[src/rtl/hq_pkg.sv]
package hq_pkg;
  localparam int BYTE_W   = 8;
  localparam int NSRC     = 7;
  localparam int SRC_TXAE = 0;
  localparam int SRC_RXAF = 1;
  localparam int SRC_TXUF = 2;
  localparam int SRC_TXOF = 3;
  localparam int SRC_RXUF = 4;
  localparam int SRC_RXOF = 5;
  localparam int SRC_TRL  = 6;
  localparam int LVLF_W   = 7;

  typedef struct packed {
    logic             empty;
    logic             full;
    logic [LVLF_W-1:0] level;
  } qstat_t;
endpackage

[src/rtl/hq_fifo.sv]
module hq_fifo #(
  parameter int DEPTH = 16,
  parameter int DW    = 8,
  localparam int AW   = $clog2(DEPTH),
  localparam int CW   = AW + 1
) (
  input  logic          clk,
  input  logic          rst,
  input  logic          en,
  input  logic          wr,
  input  logic [DW-1:0] wdata,
  input  logic          rd,
  output logic [DW-1:0] rdata,
  output logic [CW-1:0] cnt,
  output logic          full,
  output logic          empty,
  output logic          ovf,
  output logic          udf
);
  logic [DW-1:0] mem [DEPTH];
  logic [AW-1:0] wp, rp;
  logic          wr_ok, rd_ok;

  assign full  = (cnt == CW'(DEPTH));
  assign empty = (cnt == '0);
  assign wr_ok = en && wr && !full;
  assign rd_ok = en && rd && !empty;
  assign ovf   = en && wr && full;
  assign udf   = en && rd && empty;

  initial begin
    AST_DEPTH_OK: assert (DEPTH == 16 || DEPTH == 64);
  end

  // storage and read port kept free of reset so a block RAM can be used
  always_ff @(posedge clk) begin
    if (wr_ok) mem[wp] <= wdata;
    if (rd_ok) rdata <= mem[rp];
  end

  always_ff @(posedge clk) begin
    if (rst || !en) begin
      wp  <= '0;
      rp  <= '0;
      cnt <= '0;
    end else begin
      if (wr_ok) wp <= wp + 1'b1;
      if (rd_ok) rp <= rp + 1'b1;
      case ({wr_ok, rd_ok})
        2'b10:   cnt <= cnt + 1'b1;
        2'b01:   cnt <= cnt - 1'b1;
        default: cnt <= cnt;
      endcase
    end
  end

  AST_NO_OVERFLOW: assert property (@(posedge clk) disable iff (rst) cnt <= CW'(DEPTH));
  AST_FULL_DROP: assert property (@(posedge clk) disable iff (rst)
    (en && wr && full) |=> cnt <= $past(cnt));
  AST_EMPTY_DROP: assert property (@(posedge clk) disable iff (rst)
    (en && rd && empty) |=> cnt >= $past(cnt));
  AST_FLUSH: assert property (@(posedge clk) disable iff (rst)
    !en |=> cnt == '0);
endmodule

[src/rtl/hq_trail.sv]
module hq_trail #(
  parameter int CW = 5
) (
  input  logic          clk,
  input  logic          rst,
  input  logic          rx_en,
  input  logic [CW-1:0] rx_cnt,
  input  logic [CW-1:0] rx_trig,
  input  logic          push_ok,
  input  logic          tick,
  input  logic [3:0]    limit,
  output logic          evt
);
  logic [3:0] idle;
  logic       window;

  assign window = rx_en && (rx_cnt != '0) && (rx_cnt < rx_trig);
  assign evt    = window && !push_ok && tick && (idle == limit);

  always_ff @(posedge clk) begin
    if (rst || !window || push_ok) idle <= '0;
    else if (tick && idle != limit) idle <= idle + 1'b1;
  end

  AST_IDLE_BOUND: assert property (@(posedge clk) disable iff (rst)
    (window && !push_ok && $stable(limit)) |=> idle <= limit || $past(idle) > $past(limit));
endmodule

[src/rtl/hq_irq.sv]
module hq_irq
  import hq_pkg::*;
(
  input  logic            clk,
  input  logic            rst,
  input  logic            lvl_txae,
  input  logic            lvl_rxaf,
  input  logic [4:0]      ev_set,
  input  logic [NSRC-1:0] clr,
  input  logic [NSRC-1:0] en,
  output logic [NSRC-1:0] stat,
  output logic            irq
);
  logic [4:0] sticky;

  assign stat = {sticky, lvl_rxaf, lvl_txae};

  always_ff @(posedge clk) begin
    if (rst) begin
      sticky <= '0;
      irq    <= 1'b0;
    end else begin
      sticky <= (sticky & ~clr[NSRC-1:2]) | ev_set;
      irq    <= |(stat & en);
    end
  end

  AST_STICKY_SET: assert property (@(posedge clk) disable iff (rst)
    (|ev_set) |=> ((stat[NSRC-1:2] & $past(ev_set)) == $past(ev_set)));
  AST_W1C: assert property (@(posedge clk) disable iff (rst)
    (|(clr[NSRC-1:2] & ~ev_set)) |=> ((stat[NSRC-1:2] & $past(clr[NSRC-1:2] & ~ev_set)) == '0));
  AST_IRQ_MASKED: assert property (@(posedge clk) disable iff (rst)
    (en == '0) |=> !irq);
endmodule

[src/rtl/i2c_byte_queues.sv]
module i2c_byte_queues
  import hq_pkg::*;
#(
  parameter int DEPTH = 16,
  localparam int LVL_W = $clog2(DEPTH) + 1
) (
  input  logic              clk,
  input  logic              rst,
  input  logic              tx_en,
  input  logic              rx_en,
  input  logic [LVL_W-1:0]  tx_trig,
  input  logic [LVL_W-1:0]  rx_trig,
  input  logic [3:0]        trail_lim,
  input  logic              idle_tick,
  input  logic              tx_wr,
  input  logic [7:0]        tx_wdata,
  input  logic              rx_rd,
  output logic [7:0]        rx_rdata,
  input  logic              eng_tx_pop,
  output logic [7:0]        eng_tx_data,
  input  logic              eng_rx_push,
  input  logic [7:0]        eng_rx_data,
  input  logic [6:0]        irq_en,
  input  logic [6:0]        irq_clr,
  output logic [6:0]        irq_stat,
  output logic [31:0]       fifo_stat,
  output logic              irq
);
  logic [LVL_W-1:0] tx_cnt, rx_cnt;
  logic tx_full, tx_empty, rx_full, rx_empty;
  logic tx_ovf, tx_udf, rx_ovf, rx_udf;
  logic trail_evt, rx_push_ok;
  qstat_t tx_q, rx_q;

  hq_fifo #(.DEPTH(DEPTH), .DW(BYTE_W)) u_txq (
    .clk(clk), .rst(rst), .en(tx_en),
    .wr(tx_wr), .wdata(tx_wdata), .rd(eng_tx_pop), .rdata(eng_tx_data),
    .cnt(tx_cnt), .full(tx_full), .empty(tx_empty), .ovf(tx_ovf), .udf(tx_udf));

  hq_fifo #(.DEPTH(DEPTH), .DW(BYTE_W)) u_rxq (
    .clk(clk), .rst(rst), .en(rx_en),
    .wr(eng_rx_push), .wdata(eng_rx_data), .rd(rx_rd), .rdata(rx_rdata),
    .cnt(rx_cnt), .full(rx_full), .empty(rx_empty), .ovf(rx_ovf), .udf(rx_udf));

  assign rx_push_ok = rx_en && eng_rx_push && !rx_full;

  hq_trail #(.CW(LVL_W)) u_trail (
    .clk(clk), .rst(rst), .rx_en(rx_en), .rx_cnt(rx_cnt), .rx_trig(rx_trig),
    .push_ok(rx_push_ok), .tick(idle_tick), .limit(trail_lim), .evt(trail_evt));

  hq_irq u_irq (
    .clk(clk), .rst(rst),
    .lvl_txae(tx_en && (tx_cnt <= tx_trig)),
    .lvl_rxaf(rx_en && !rx_empty && (rx_cnt >= rx_trig)),
    .ev_set({trail_evt, rx_ovf, rx_udf, tx_ovf, tx_udf}),
    .clr(irq_clr), .en(irq_en), .stat(irq_stat), .irq(irq));

  assign tx_q      = '{empty: tx_empty, full: tx_full, level: LVLF_W'(tx_cnt)};
  assign rx_q      = '{empty: rx_empty, full: rx_full, level: LVLF_W'(rx_cnt)};
  assign fifo_stat = {7'b0, rx_q, 7'b0, tx_q};
endmodule

[config.mk]
export PLATFORM = sky130hd
export DESIGN_NAME = i2c_byte_queues
export DESIGN_NICKNAME = d
export VERILOG_FILES = /design/src/rtl/hq_pkg.sv /design/src/rtl/hq_fifo.sv /design/src/rtl/hq_trail.sv /design/src/rtl/hq_irq.sv /design/src/rtl/i2c_byte_queues.sv
export SDC_FILE = /design/constraint.sdc
export NUM_CORES = 1
export LEC_CHECK = 0
export ABC_CLOCK_PERIOD_IN_PS = 8600
export CAP_MARGIN = 20
export CORE_MARGIN = 4
export CORE_UTILIZATION = 50
export CTS_BUF_LIST = sky130_fd_sc_hd__clkbuf_4 sky130_fd_sc_hd__clkbuf_8
export DETAILED_ROUTE_END_ITERATION = 7
export PLACE_DENSITY = 0.68
export SETUP_SLACK_MARGIN = 0.2
export SLEW_MARGIN = 20
export SYNTH_ARGS = -nofsm -noshare
export SYNTH_HDL_FRONTEND = slang
export SYNTH_SLANG_ARGS = --single-unit
[constraint.sdc]
create_clock -name clk -period 8.6 [get_ports clk]
set_input_delay 2.58 -clock clk [delete_from_list [all_inputs] [get_ports clk]]
set_output_delay 2.58 -clock clk [all_outputs]
set_load 0.1 [all_outputs]
; ---- Yosys cells after proc, flatten, opt, wreduce, memory -nomap -nowiden
; Memories as Yosys holds them, arrays and structs flattened. A register that Yosys moved wholly into a read port is not among the register bits.
; Index checks and enable logic that the tools add are counted.
; W data, S select, Z words.
[op_classes]
addsub = 9
order_cmp = 3
eq_ne = 8
muxes = 6
n_bitwise = 4
n_reduce_logical = 39
[ops]
columns = op, count
row1 = $logic_and A1 B1 Y1, 21
row2 = $add A4 B1 Y4 const B, 5
row3 = $pmux W5 S2, 2
row4 = $add A5 B1 Y5 const B, 2
row5 = $eq A5 B5 Y1 const B, 2
row6 = $logic_not A5 Y1, 2
row7 = $sub A5 B1 Y5 const B, 2
row8 = $logic_not A1 Y1, 8
row9 = $and A7 B7 Y7, 1
row10 = $reduce_or A7 Y1, 1
row11 = $and A5 B5 Y5, 1
row12 = $ge A5 B5 Y1, 1
row13 = $le A5 B5 Y1, 1
row14 = $lt A5 B5 Y1, 1
row15 = $not A5 Y5, 1
row16 = $or A5 B5 Y5, 1
row17 = $reduce_bool A5 Y1, 1
row18 = $eq A2 B1 Y1 const B, 2
row19 = $eq A2 B2 Y1 const B, 2
row20 = $eq A4 B4 Y1, 1
row21 = $logic_or A1 B1 Y1, 4
row22 = $mux W1, 4
row23 = $ne A4 B4 Y1, 1
row24 = $reduce_bool A2 Y1, 2
[totals]
ff_bits = 36
ramBits = 256
in_bits = 53
out_inout_bits = 56
elab_cells = 80
n_memories = 2
[mem_list]
columns = memory, words, width, read_ports, rd_ports_with_merged_regs, write_ports, line
row1 = u_rxq.mem, 16, 8, 1, 1, 1, hq_fifo.sv:20  ; logic [DW-1:0] mem [DEPTH];
row2 = u_txq.mem, 16, 8, 1, 1, 1, hq_fifo.sv:20

; ---- Depth between registers and ports, before layout
[logic_depth]
depth_word = 8
mapped_depth = 11

; ---- Cells and area by module
; Synthesis repeated with hierarchy kept, for this count alone.
[hier_totals]
cells_unflattened = 786
hier_area_um2 = 13155.1
[modules_own_cells]
columns = module, n_inst, cells_each, area_per_inst_um2
row1 = hq_fifo (u_rxq), 1, 329, 6054.6
row2 = hq_fifo (u_txq), 1, 329, 6040.8
row3 = i2c_byte_queues, 1, 60, 427.9
row4 = hq_trail, 1, 41, 390.4
row5 = hq_irq, 1, 27, 241.5

; ---- Worst setup path before layout
; OpenSTA, ideal clock, no wires.
[synth_timing]
kind = in2out
start = in tx_trig[3]
end = out irq_stat[0]
t_arrival_ns = 3.817
setup_slack_ns = 2.203
path_stages = 7
path_cell_list = inv_1 > ha_1 > a21oi_1 > nand2_1 > a211o_1 > a21boi_0 > buf_4
[synth_between]
elab_chain_len = 2
[synth_rtl]
columns = element, line
row1 = start: declaration, i2c_byte_queues.sv:11  ; input logic [LVL_W-1:0] tx_trig,
row2 = $le A5 B5 Y1, i2c_byte_queues.sv:53  ; .lvl_txae(tx_en && (tx_cnt <= tx_trig)),
row3 = $logic_and A1 B1 Y1, i2c_byte_queues.sv:53
row4 = end: declaration, i2c_byte_queues.sv:25  ; output logic [6:0] irq_stat,
; No other way between the ends.

; ---- Worst setup path after layout
; Ends and elaborated chain as after synthesis.

==> reports/metrics.cfg <==
[clock_tree]
cts_tree=yes
cts-resized-gates=0
htree_levels=2
clock-root-buffer=clkbuf_8
clock-sinks=308
hold_buffers=0
post-cts-setup-buffers=0
clkLatencyLatePin_ns=0.55
clkSlewWorstSetupHoldPaths_ns=0.06
cts_made_buffers=48
clock_path_buffers=3

[layout]
syn_to_final_growth_pct=16.3
final_cells=1187
diodes=0
fillerInstances=1903
multiInputGateArea_mm2=0.00342
seq_area_mm2=0.00889
final_layout_size_suffix_gt1_frac=0.207
nets=903

[timing]
worstMarginPinSlew_ns=1.04
rsz0062_at_grt=false
max_freq_mhz=142
fin_ws_ns=1.58
finClkSkew_ns=0.0273
min_period_over_period=0.817
hold_viol_final=0
slew_violations=0
whs_ns=0.490
setup_viol=0
min_period_ns=7.02
slew_headroom=0.302
fin_setup_tns_ns=0

[logic_synthesis]
synthDistinctLibCells=47
synth_top_area_share=0.643
seq_area_frac_synth=0.700
yosysWarnings=0
yosysMostFrequentCell=edfxtp_1
synth_area_mm2=0.0127
synthArstFlopShare=0
ys.flop_type=edfxtp_1
netlist_top_cells_area=edfxtp_1 (64%), mux4_2 (14%), dfxtp_1 (5.7%)
synth-edff-count=272
synth_common_cells=edfxtp_1 (272), mux4_2 (78), nor2_1 (58)
synth-seq-cells=308
synth_top_cell_by_area=edfxtp_1
syn_avg_cell_area_um2=18.0
synthCells=704

[worst_setup_path]
worstPathRequired_ns=6.02
critPathKind=in -> out
path_cells=clkdlybuf4s50_1, inv_1, ha_1, a21oi_1, nand2_1, a211o_1, a21boi_0, buf_4
end_kind=output pin
critPathArrivalTime_ns=4.44
slowest_delay_ns=0.46
worst-path-max-fanout=3
slowest_stage=clkdlybuf4s50_1
critical_path.startpoint_type=input port

[global_route]
gr-usage-met2=0.310
grt_max_degree=36
use_met3=0.0326
grt-ovfl-total=0
use_met1=0.212
grt_usage=0.173
grt_pass1_wl_um=38100
grt_pass1_vias=7002
top_usage_layer=met2
antenna_found_initial=0

[placed_design]
place_inst=1099
portBuffers=88
dp_slack_ns=1.60
finalWeightedCongestion=0.856
dpl.hpwl_um=16000

[drt]
drt-total-wl_um=23700
drc=0
ant_nets=0
first_iter_violations=408
dr_total_vias=6450
wire_per_inst_um=19.9
vias_per_cell=5.43
firstDrtPassIters=5

[pwr]
leakage_nw=4.82
peakVddDrop_v=0.000165
p_per_area_mw_per_mm2=204

[floorplanning]
die-area_mm2=0.0280
core_area_mm2=0.0251
fp.dieW_um=167
rows=58
die_y_um=167
start_util=0.506
io_pins=109

[status]
status=completed

[job]
drv_cap=0

[worst_hold_path]
hold_path.class=reg -> reg

[where the power goes]
group | switching [mW] | total [mW] | internal, mW | leakage, nW
clock network | 0.541 | 1.22 | 0.680 | 0.507
registers | 0.00346 | 1.64 | 1.63 | 2.74
logic | 0.105 | 0.151 | 0.0455 | 1.57
total | 0.650 | 3.01 | 2.36 | 4.82
[critical path: cells and delay by family]
kind                       cells  cell delay [ns]
AOI/OAI and AO/OA              3             0.62
adders and majority gates      1             0.32
buffers and inverters          3             0.82
and+or+nand+nor                1             0.09
[kinds of logic after synthesis]
family	Yosys count	share of synthesized area
and+or+nand+nor	130	0.0486
AOI/OAI and AO/OA	46	0.0235
other	1	0.000295
muxes	83	0.145
adders and majority gates	31	0.0317
xor gates and xnor gates	22	0.0152
buffers and inverters	83	0.0363
DFF	308	0.700
[sequential cells by signal, indices dropped and copies added, names as in the netlist]
name / flops
u_irq.irq: 1
u_irq.sticky: 5
u_rxq.cnt: 5
u_rxq.mem: 128
u_rxq.rdata: 8
u_rxq.rp: 4
u_rxq.wp: 4
u_trail.idle: 4
u_txq.cnt: 5
u_txq.mem: 128
u_txq.rdata: 8
u_txq.rp: 4
u_txq.wp: 4
[path summary, 6_finish.rpt]
kind              startpoint              end  slack [ns]  depth (start not counted)
max               tx_trig[3]      irq_stat[0]        1.58                          8
min          u_irq.sticky[4]  u_irq.sticky[4]        0.49                          2
max reg2reg     u_txq.cnt[1]     u_txq.cnt[4]        5.47                         11
min reg2reg  u_irq.sticky[4]  u_irq.sticky[4]        0.49                          2
[through the flow]
step	utilization	power (mW)	area, µm²
finish	0.589	3.01	14800
global route	0.589	3.12	14800
CTS	0.589	3.04	14800
detailed placement	0.550	1.82	13800
global placement	0.550	1.81	13800
floorplan	-	1.77	12800
[per-layer routing]
| layer | vias up | part of all wire |
|---|---|---|
| met5 | - | 0 |
| met4 | 0 | 0.029 |
| met3 | 60 | 0.045 |
| met2 | 176 | 0.53 |
| met1 | 3272 | 0.39 |
| li1 | 2942 | - |
[layout make-up]
cell class	count	share of cell area
repair buffers	101	0.0659
well taps	330	0.0279
clock buffers	62	0.0522
flip-flops and latches	308	0.601
inverters	30	0.00762
multi-input cells	330	0.232
clock inverters	26	0.0132
[layout by cell type, fill, tap and decap left out, types with 2 or more instances in the layout]
| cell | count |
|---|---|
| a211oi_1 | 2 |
| a21oi_1 | 20 |
| a21oi_2 | 3 |
| and2_1 | 2 |
| buf_4 | 15 |
| bufinv_16 | 3 |
| clkbuf_4 | 13 |
| clkbuf_8 | 49 |
| clkdlybuf4s50_1 | 86 |
| clkinv_1 | 18 |
| clkinv_2 | 3 |
| conb_1 | 18 |
| dfxtp_1 | 34 |
| dfxtp_2 | 2 |
| edfxtp_1 | 272 |
| fa_1 | 2 |
| ha_1 | 29 |
| inv_1 | 30 |
| inv_8 | 2 |
| mux2i_1 | 3 |
| mux4_1 | 2 |
| mux4_2 | 78 |
| nand2_1 | 23 |
| nand2b_1 | 8 |
| nand3_1 | 5 |
| nand4_1 | 6 |
| nor2_1 | 58 |
| nor2b_1 | 6 |
| nor3_1 | 9 |
| nor4_1 | 2 |
| nor4b_1 | 2 |
| o21ai_0 | 8 |
| or2_2 | 2 |
| or3_1 | 3 |
| xnor2_1 | 5 |
| xor2_1 | 17 |
No activity file was read; power rests on OpenSTA's default activity.
